[config.mk]
export PLATFORM = sky130hd
export DESIGN_NAME = supply_reset_gen
export DESIGN_NICKNAME = d
export VERILOG_FILES = /design/src/rtl/srg_pkg.sv /design/src/rtl/srg_fault_qual.sv /design/src/rtl/srg_mask.sv /design/src/rtl/srg_stretch.sv /design/src/rtl/supply_reset_gen.sv
export SDC_FILE = /design/constraint.sdc
export NUM_CORES = 1
export LEC_CHECK = 0
export BUFFER_PORTS_ARGS = -buffer_cell sky130_fd_sc_hd__buf_2
export CAP_MARGIN = 20
export CORE_ASPECT_RATIO = 0.9
export CORE_MARGIN = 2
export CORE_UTILIZATION = 56
export DETAILED_ROUTE_END_ITERATION = 6
export HOLD_SLACK_MARGIN = 0.06
export PLACE_DENSITY_LB_ADDON = 0.2
export SYNTH_ARGS = -nofsm -noshare
export SYNTH_HDL_FRONTEND = slang
export SYNTH_SLANG_ARGS = --single-unit
[constraint.sdc]
create_clock -name clk -period 1.65 [get_ports clk]
set_clock_uncertainty 0.15 [all_clocks]
set_input_delay 0.33 -clock clk [delete_from_list [all_inputs] [get_ports clk]]
set_output_delay 0.33 -clock clk [all_outputs]
set_load 0.02 [all_outputs]
[src/rtl/srg_pkg.sv]
`timescale 1ns/1ps
package srg_pkg;
   localparam int SRG_NCH = 3;
   localparam int CH_V33  = 0;
   localparam int CH_V50  = 1;
   localparam int CH_ADJ  = 2;
   typedef logic [SRG_NCH-1:0] srg_chan_t;
endpackage

[src/rtl/srg_fault_qual.sv]
`timescale 1ns/1ps
module srg_fault_qual #(
   parameter int QUAL_CYC = 4
) (
   input  logic clk,
   input  logic rst_n,
   input  logic flag,
   output logic ack
);
   generate
      if (QUAL_CYC < 1) begin : g_bad
         $error("srg_fault_qual: QUAL_CYC must be at least 1");
      end
      if (QUAL_CYC == 1) begin : g_direct
         always_ff @(posedge clk or negedge rst_n) begin
            if (!rst_n) ack <= 1'b0;
            else        ack <= flag;
         end
      end else begin : g_count
         localparam int QW = $clog2(QUAL_CYC + 1);
         logic [QW-1:0] run;
         always_ff @(posedge clk or negedge rst_n) begin
            if (!rst_n) begin
               run <= '0;
               ack <= 1'b0;
            end else if (!flag) begin
               run <= '0;
               ack <= 1'b0;
            end else if (run == QW'(QUAL_CYC - 1)) begin
               ack <= 1'b1;
            end else begin
               run <= run + QW'(1);
            end
         end
      end
   endgenerate

   // a low sample withdraws the acknowledgment at once
   p_qual_drop_r8: assert property (@(posedge clk) disable iff (!rst_n)
      !flag |=> !ack);
   // acknowledgment only follows a high sample
   p_qual_rise_r8: assert property (@(posedge clk) disable iff (!rst_n)
      $rose(ack) |-> $past(flag));
endmodule

[src/rtl/srg_mask.sv]
`timescale 1ns/1ps
module srg_mask
   import srg_pkg::*;
#(
   parameter bit OVERRIDE_EN = 1'b1
) (
   input  srg_chan_t ack,
   input  srg_chan_t en,
   input  logic      trk,
   input  logic      hi,
   output srg_chan_t act
);
   srg_chan_t live;
   assign live = ack & en;

   generate
      if (OVERRIDE_EN) begin : g_ovr
         always_comb begin
            act         = live;
            act[CH_V50] = live[CH_V50] & ~(trk & ~hi);
            act[CH_V33] = live[CH_V33] & ~(trk &  hi);
         end
      end else begin : g_plain
         assign act = live;
      end
   endgenerate
endmodule

[src/rtl/srg_stretch.sv]
`timescale 1ns/1ps
module srg_stretch #(
   parameter int STRETCH_CYC = 20
) (
   input  logic clk,
   input  logic rst_n,
   input  logic hold,
   output logic rst_q
);
   localparam int CW = $clog2(STRETCH_CYC + 1);

   generate
      if (STRETCH_CYC < 2) begin : g_bad
         $error("srg_stretch: STRETCH_CYC must be at least 2");
      end
   endgenerate

   logic [CW-1:0] good_cnt;

   always_ff @(posedge clk or negedge rst_n) begin
      if (!rst_n) begin
         good_cnt <= '0;
         rst_q    <= 1'b1;
      end else if (hold) begin
         good_cnt <= '0;
         rst_q    <= 1'b1;
      end else if (rst_q) begin
         if (good_cnt == CW'(STRETCH_CYC - 1)) rst_q <= 1'b0;
         else                                  good_cnt <= good_cnt + CW'(1);
      end
   end

   // a held fault always leaves reset asserted
   p_hold_asserts_r1: assert property (@(posedge clk) disable iff (!rst_n)
      hold |=> rst_q);
   // no release before the full good interval
   p_no_early_release_r2: assert property (@(posedge clk) disable iff (!rst_n)
      (rst_q && good_cnt < CW'(STRETCH_CYC - 1)) |=> rst_q);
   // any fault restarts the interval from zero
   p_restart_r3: assert property (@(posedge clk) disable iff (!rst_n)
      hold |=> good_cnt == '0);
endmodule

[src/rtl/supply_reset_gen.sv]
`timescale 1ns/1ps
module supply_reset_gen
   import srg_pkg::*;
#(
   parameter int CLK_HZ      = 100_000_000,
   parameter int QUAL_CYC    = 1300,
   parameter bit OVERRIDE_EN = 1'b1
) (
   input  logic       clk,
   input  logic       rst_n,
   input  logic [2:0] flt_lo,
   input  logic [2:0] chan_en,
   input  logic       trk_3v3,
   input  logic       above_hi,
   input  logic       force_req,
   output logic       rst_out_n,
   output logic       rst_out
);
   localparam int STRETCH_CYC = CLK_HZ / 5;

   generate
      if (CLK_HZ < 10) begin : g_bad
         $error("supply_reset_gen: CLK_HZ too small for a stretch interval");
      end
   endgenerate

   srg_chan_t ack, act;
   logic      hold, rst_q;

   for (genvar k = 0; k < SRG_NCH; k++) begin : g_ch
      srg_fault_qual #(.QUAL_CYC(QUAL_CYC)) u_qual (
         .clk  (clk),
         .rst_n(rst_n),
         .flag (flt_lo[k]),
         .ack  (ack[k])
      );
   end

   srg_mask #(.OVERRIDE_EN(OVERRIDE_EN)) u_mask (
      .ack(ack),
      .en (chan_en),
      .trk(trk_3v3),
      .hi (above_hi),
      .act(act)
   );

   assign hold = (|act) | force_req;

   srg_stretch #(.STRETCH_CYC(STRETCH_CYC)) u_stretch (
      .clk  (clk),
      .rst_n(rst_n),
      .hold (hold),
      .rst_q(rst_q)
   );

   assign rst_out_n = ~rst_q;
   assign rst_out   = rst_q;

   // a forced request shows on the pin one edge later
   p_force_r7: assert property (@(posedge clk) disable iff (!rst_n)
      force_req |=> !rst_out_n);
   // tracking below the upper level leaves the 5 V fault unheard
   p_ignore5_r5: assert property (@(posedge clk) disable iff (!rst_n)
      (OVERRIDE_EN && trk_3v3 && !above_hi && !force_req &&
       !(ack[CH_V33] && chan_en[CH_V33]) && !(ack[CH_ADJ] && chan_en[CH_ADJ])) |-> !hold);
   // with every channel disabled only the request can hold reset
   p_disabled_r10: assert property (@(posedge clk) disable iff (!rst_n)
      (chan_en == '0 && !force_req) |-> !hold);
endmodule

==> results_dict.tcl <==
set metrics [dict create \
    cp-start-kind "register" \
    postPlaceCellArea_um2 4360 \
    grt_max_degree 63 \
    row_count 27 \
    die-area_um2 7040 \
    syn_to_final_growth_pct 47.0 \
    synth_most_common_cell "dfrtp_1" \
    htree_levels 3 \
    synth_edf_count 0 \
    cts-buffers-inserted 9 \
    avgSynthCellArea_um2 9.82 \
    powerDensity_nw_per_um2 617 \
    globalRouteOverflowTotal 0 \
    p_comb_share_pct 8.3 \
    die-height_um 79.8 \
    hold_violations 0 \
    port_buffers 12 \
    yosysWarnings 0 \
    register_area_um2 1550 \
    die_x_um 88.2 \
    yosysTopAreaCell "dfrtp_1" \
    nFillCells 331 \
    path_buf_inv 2 \
    synth_nets 379 \
    cts.sinks 62 \
    synth_top_area_share_pct 42.7 \
    worstSetupEndpointType "register" \
    clkPwrFrac_pct 43.4 \
    finalCritPeriodShare_pct 120 \
    clk_pin_slew_worst_paths_ns 0.09 \
    fmaxAchievable_ghz 0.506 \
    initial_core_util_pct 58.1 \
    violations "setup timing" \
    grt_pass1_vias 3440 \
    p_sw_share_pct 26.7 \
    multi_input_area_um2 2210 \
    grt_usage_pct 30.1 \
    gp_congestion 0.885 \
    cp.arrival_ns 2.08 \
    fin_ws_ns -0.326 \
    synthArstFlopShare_pct 100 \
    wirelength_um 10600 \
    internal-power_mw 2.38 \
    peakVddDrop_v 0.000758 \
    cp_top_family "simple AND/OR/NAND/NOR gates" \
    crit_top_cell "buf_6" \
    p_seq_share_pct 48.3 \
    netlist_area_um2 3570 \
    p_sw_mw 0.865 \
    synth_common_cells "dfrtp_1, o211ai_1, inv_1" \
    worstPathMaxFanout 5 \
    clock-root-buffer "clkbuf_8" \
    antenna_left 0 \
    slew_headroom_pct 76.2 \
    synthCells 364 \
    nNetsFinal 495 \
    synth_ff_type "dfrtp_1" \
    ys_seq_area_share_pct 43.5 \
    antenna_found_initial 0 \
    dp_hpwl_um 5590 \
    wl_per_cell_um 18.5 \
    crit_path_cell_trace "or4_4 -> nor3_4 -> buf_6 -> buf_6 -> a21oi_2 -> mux2i_1" \
    cap_violations 0 \
    initialDrtViolationCount 348 \
    cp_slowest_cell "or4_4" \
    synth_area_leaders "dfrtp_1, o211ai_1, mux2i_1, xnor2_1, and2_1" \
    outcome "complete, but fails checks" \
    firstDrtPassIters 5 \
    critical_path_required_ns 1.75 \
    setup_viol 34 \
    cp_slowest_stage_delay_ns 0.55 \
    ios 13 \
    clock_latency_ns 0.36 \
    antenna_cells 0 \
    hold_path_class "in -> reg" \
    slew_violations 0 \
    worstSetupPathType "reg -> reg" \
    grt_pass1_wl_um 16200 \
    worst_pin_slew_ns 0.354 \
    fin_crit_ns 1.98 \
    ys_ff_latch 62 \
    core_um2 6150 \
    drive_gt1_share_pct 41.4 \
    final_area_um2 5250 \
    power_leakage_nw 2.32 \
    viasPerCell 6.00 \
    vias 3432 \
    power_mw 3.24 \
    post-route-drc-count 0 \
    cts_tree "done" \
    grt_setup_unrepaired "yes" \
    clockBufferDepth 2 \
    ys_types 48 \
]
==> sequential cells by signal, indices dropped and copies added (netlist names) <==
name                     flops
g_ch.u_qual.g_count.run     33
u_stretch.good_cnt          25
g_ch.u_qual.ack              3
u_stretch.rst_q              1
==> per-stage QoR <==
step	utilization (%)	worst slack, ns	hold slack [ns]	cells	TNS, ns
after floorplan	-	-0.247	-0.116	364	-2.53
after global placement	71.0	-0.221	0.216	526	-3.45
after detailed placement	71.0	-0.270	0.218	526	-4.21
after CTS	81.3	-0.243	0.142	560	-4.59
after global routing	85.4	-0.391	0.151	572	-7.34
final	85.4	-0.326	0.147	572	-5.90
==> power by group through the flow <==
stage,Clock (mW),Sequential [mW],Combinational (mW)
CTS,1.41,1.56,0.250
finish,1.41,1.57,0.269
global route,1.48,1.57,0.299
detailed placement,0,1.59,0.242
global placement,0,1.59,0.233
floorplan,0,1.60,0.107
==> kinds of logic after synthesis <==
logic type	synth area share [%]
AO/OA/AOI/OAI	14.1
buffers and inverters	5.15
multiplexers	5.88
adder cells (fa/ha/maj)	1.40
AND/OR/NAND/NOR	23.1
XOR/XNOR	6.86
flip-flops	43.5
==> cell type report <==
type | count | area share, %
Timing Repair Buffer | 121 | 20.3
Clock inverter | 7 | 1.55
Sequential cell | 62 | 29.6
Tap cell | 87 | 2.07
Clock buffer | 9 | 2.36
Inverter | 26 | 1.95
Multi-Input combinational cell | 260 | 42.2
==> path summary, 6_finish.rpt <==
kind | slack (ns) | startpoint | end | depth (start not counted)
hold reg to reg | 0.41 | g_ch[0].u_qual.ack | g_ch[0].u_qual.ack | 1
max in group asynchronous | 0.68 | rst_n | u_stretch.rst_q | 3
hold / removal | 0.15 | flt_lo[0] | g_ch[0].u_qual.g_count.run[3] | 3
setup reg to reg | -0.33 | u_stretch.good_cnt[17] | u_stretch.good_cnt[11] | 6
min in group asynchronous | 0.36 | rst_n | u_stretch.good_cnt[12] | 3
setup / recovery | -0.33 | u_stretch.good_cnt[17] | u_stretch.good_cnt[11] | 6
==> layer usage <==
| metal | up-vias | wire length [µm] | global-route usage (%) |
|---|---|---|---|
| li1 | 1567 | - | - |
| met1 | 1680 | 4200 | 37.5 |
| met2 | 147 | 5500 | 51.7 |
| met3 | 38 | 544 | 5.07 |
| met4 | 0 | 357 | 12.4 |
| met5 | - | 0 | 0 |
==> worst register-to-register path: cells and delay by family, from the launching register on <==
kind,cells,cell delay [ns]
AO/OA/AOI/OAI,1,0.04
buffers and inverters,2,0.29
flip-flops,1,0.40
multiplexers,1,0.20
AND/OR/NAND/NOR,2,0.79
==> timing repair <==
| action | in CTS | in global routing |
|---|---|---|
| hold buffers | 1 | 0 |
| setup buffers | 19 | 15 |
| resized for setup | 59 | 31 |
| endpoints found under the setup margin | 36 | 41 |
| gates cloned | 1 | 0 |
| hold endpoints to repair | 61 | 0 |
| pin swaps | 22 | 28 |
==> cells in the final DEF (no fill, tap or decap), drive strengths merged, types with 3 or more instances in the layout <==
cell type	instances
buf	120
dfrtp	61
o211ai	36
inv	28
and2	24
mux2i	21
xnor2	18
nand3	18
nand2	16
nand4	15
a21oi	15
nor3	11
xor2	10
clkbuf	9
nor2	7
and3	7
or4	5
a21boi	5
o21ai	5
or3	5
nor4	5
nor2b	4
nand2b	4
nor4b	4
and4	4
ha	4
clkinv	3
No activity file was read; power rests on OpenSTA's default activity.
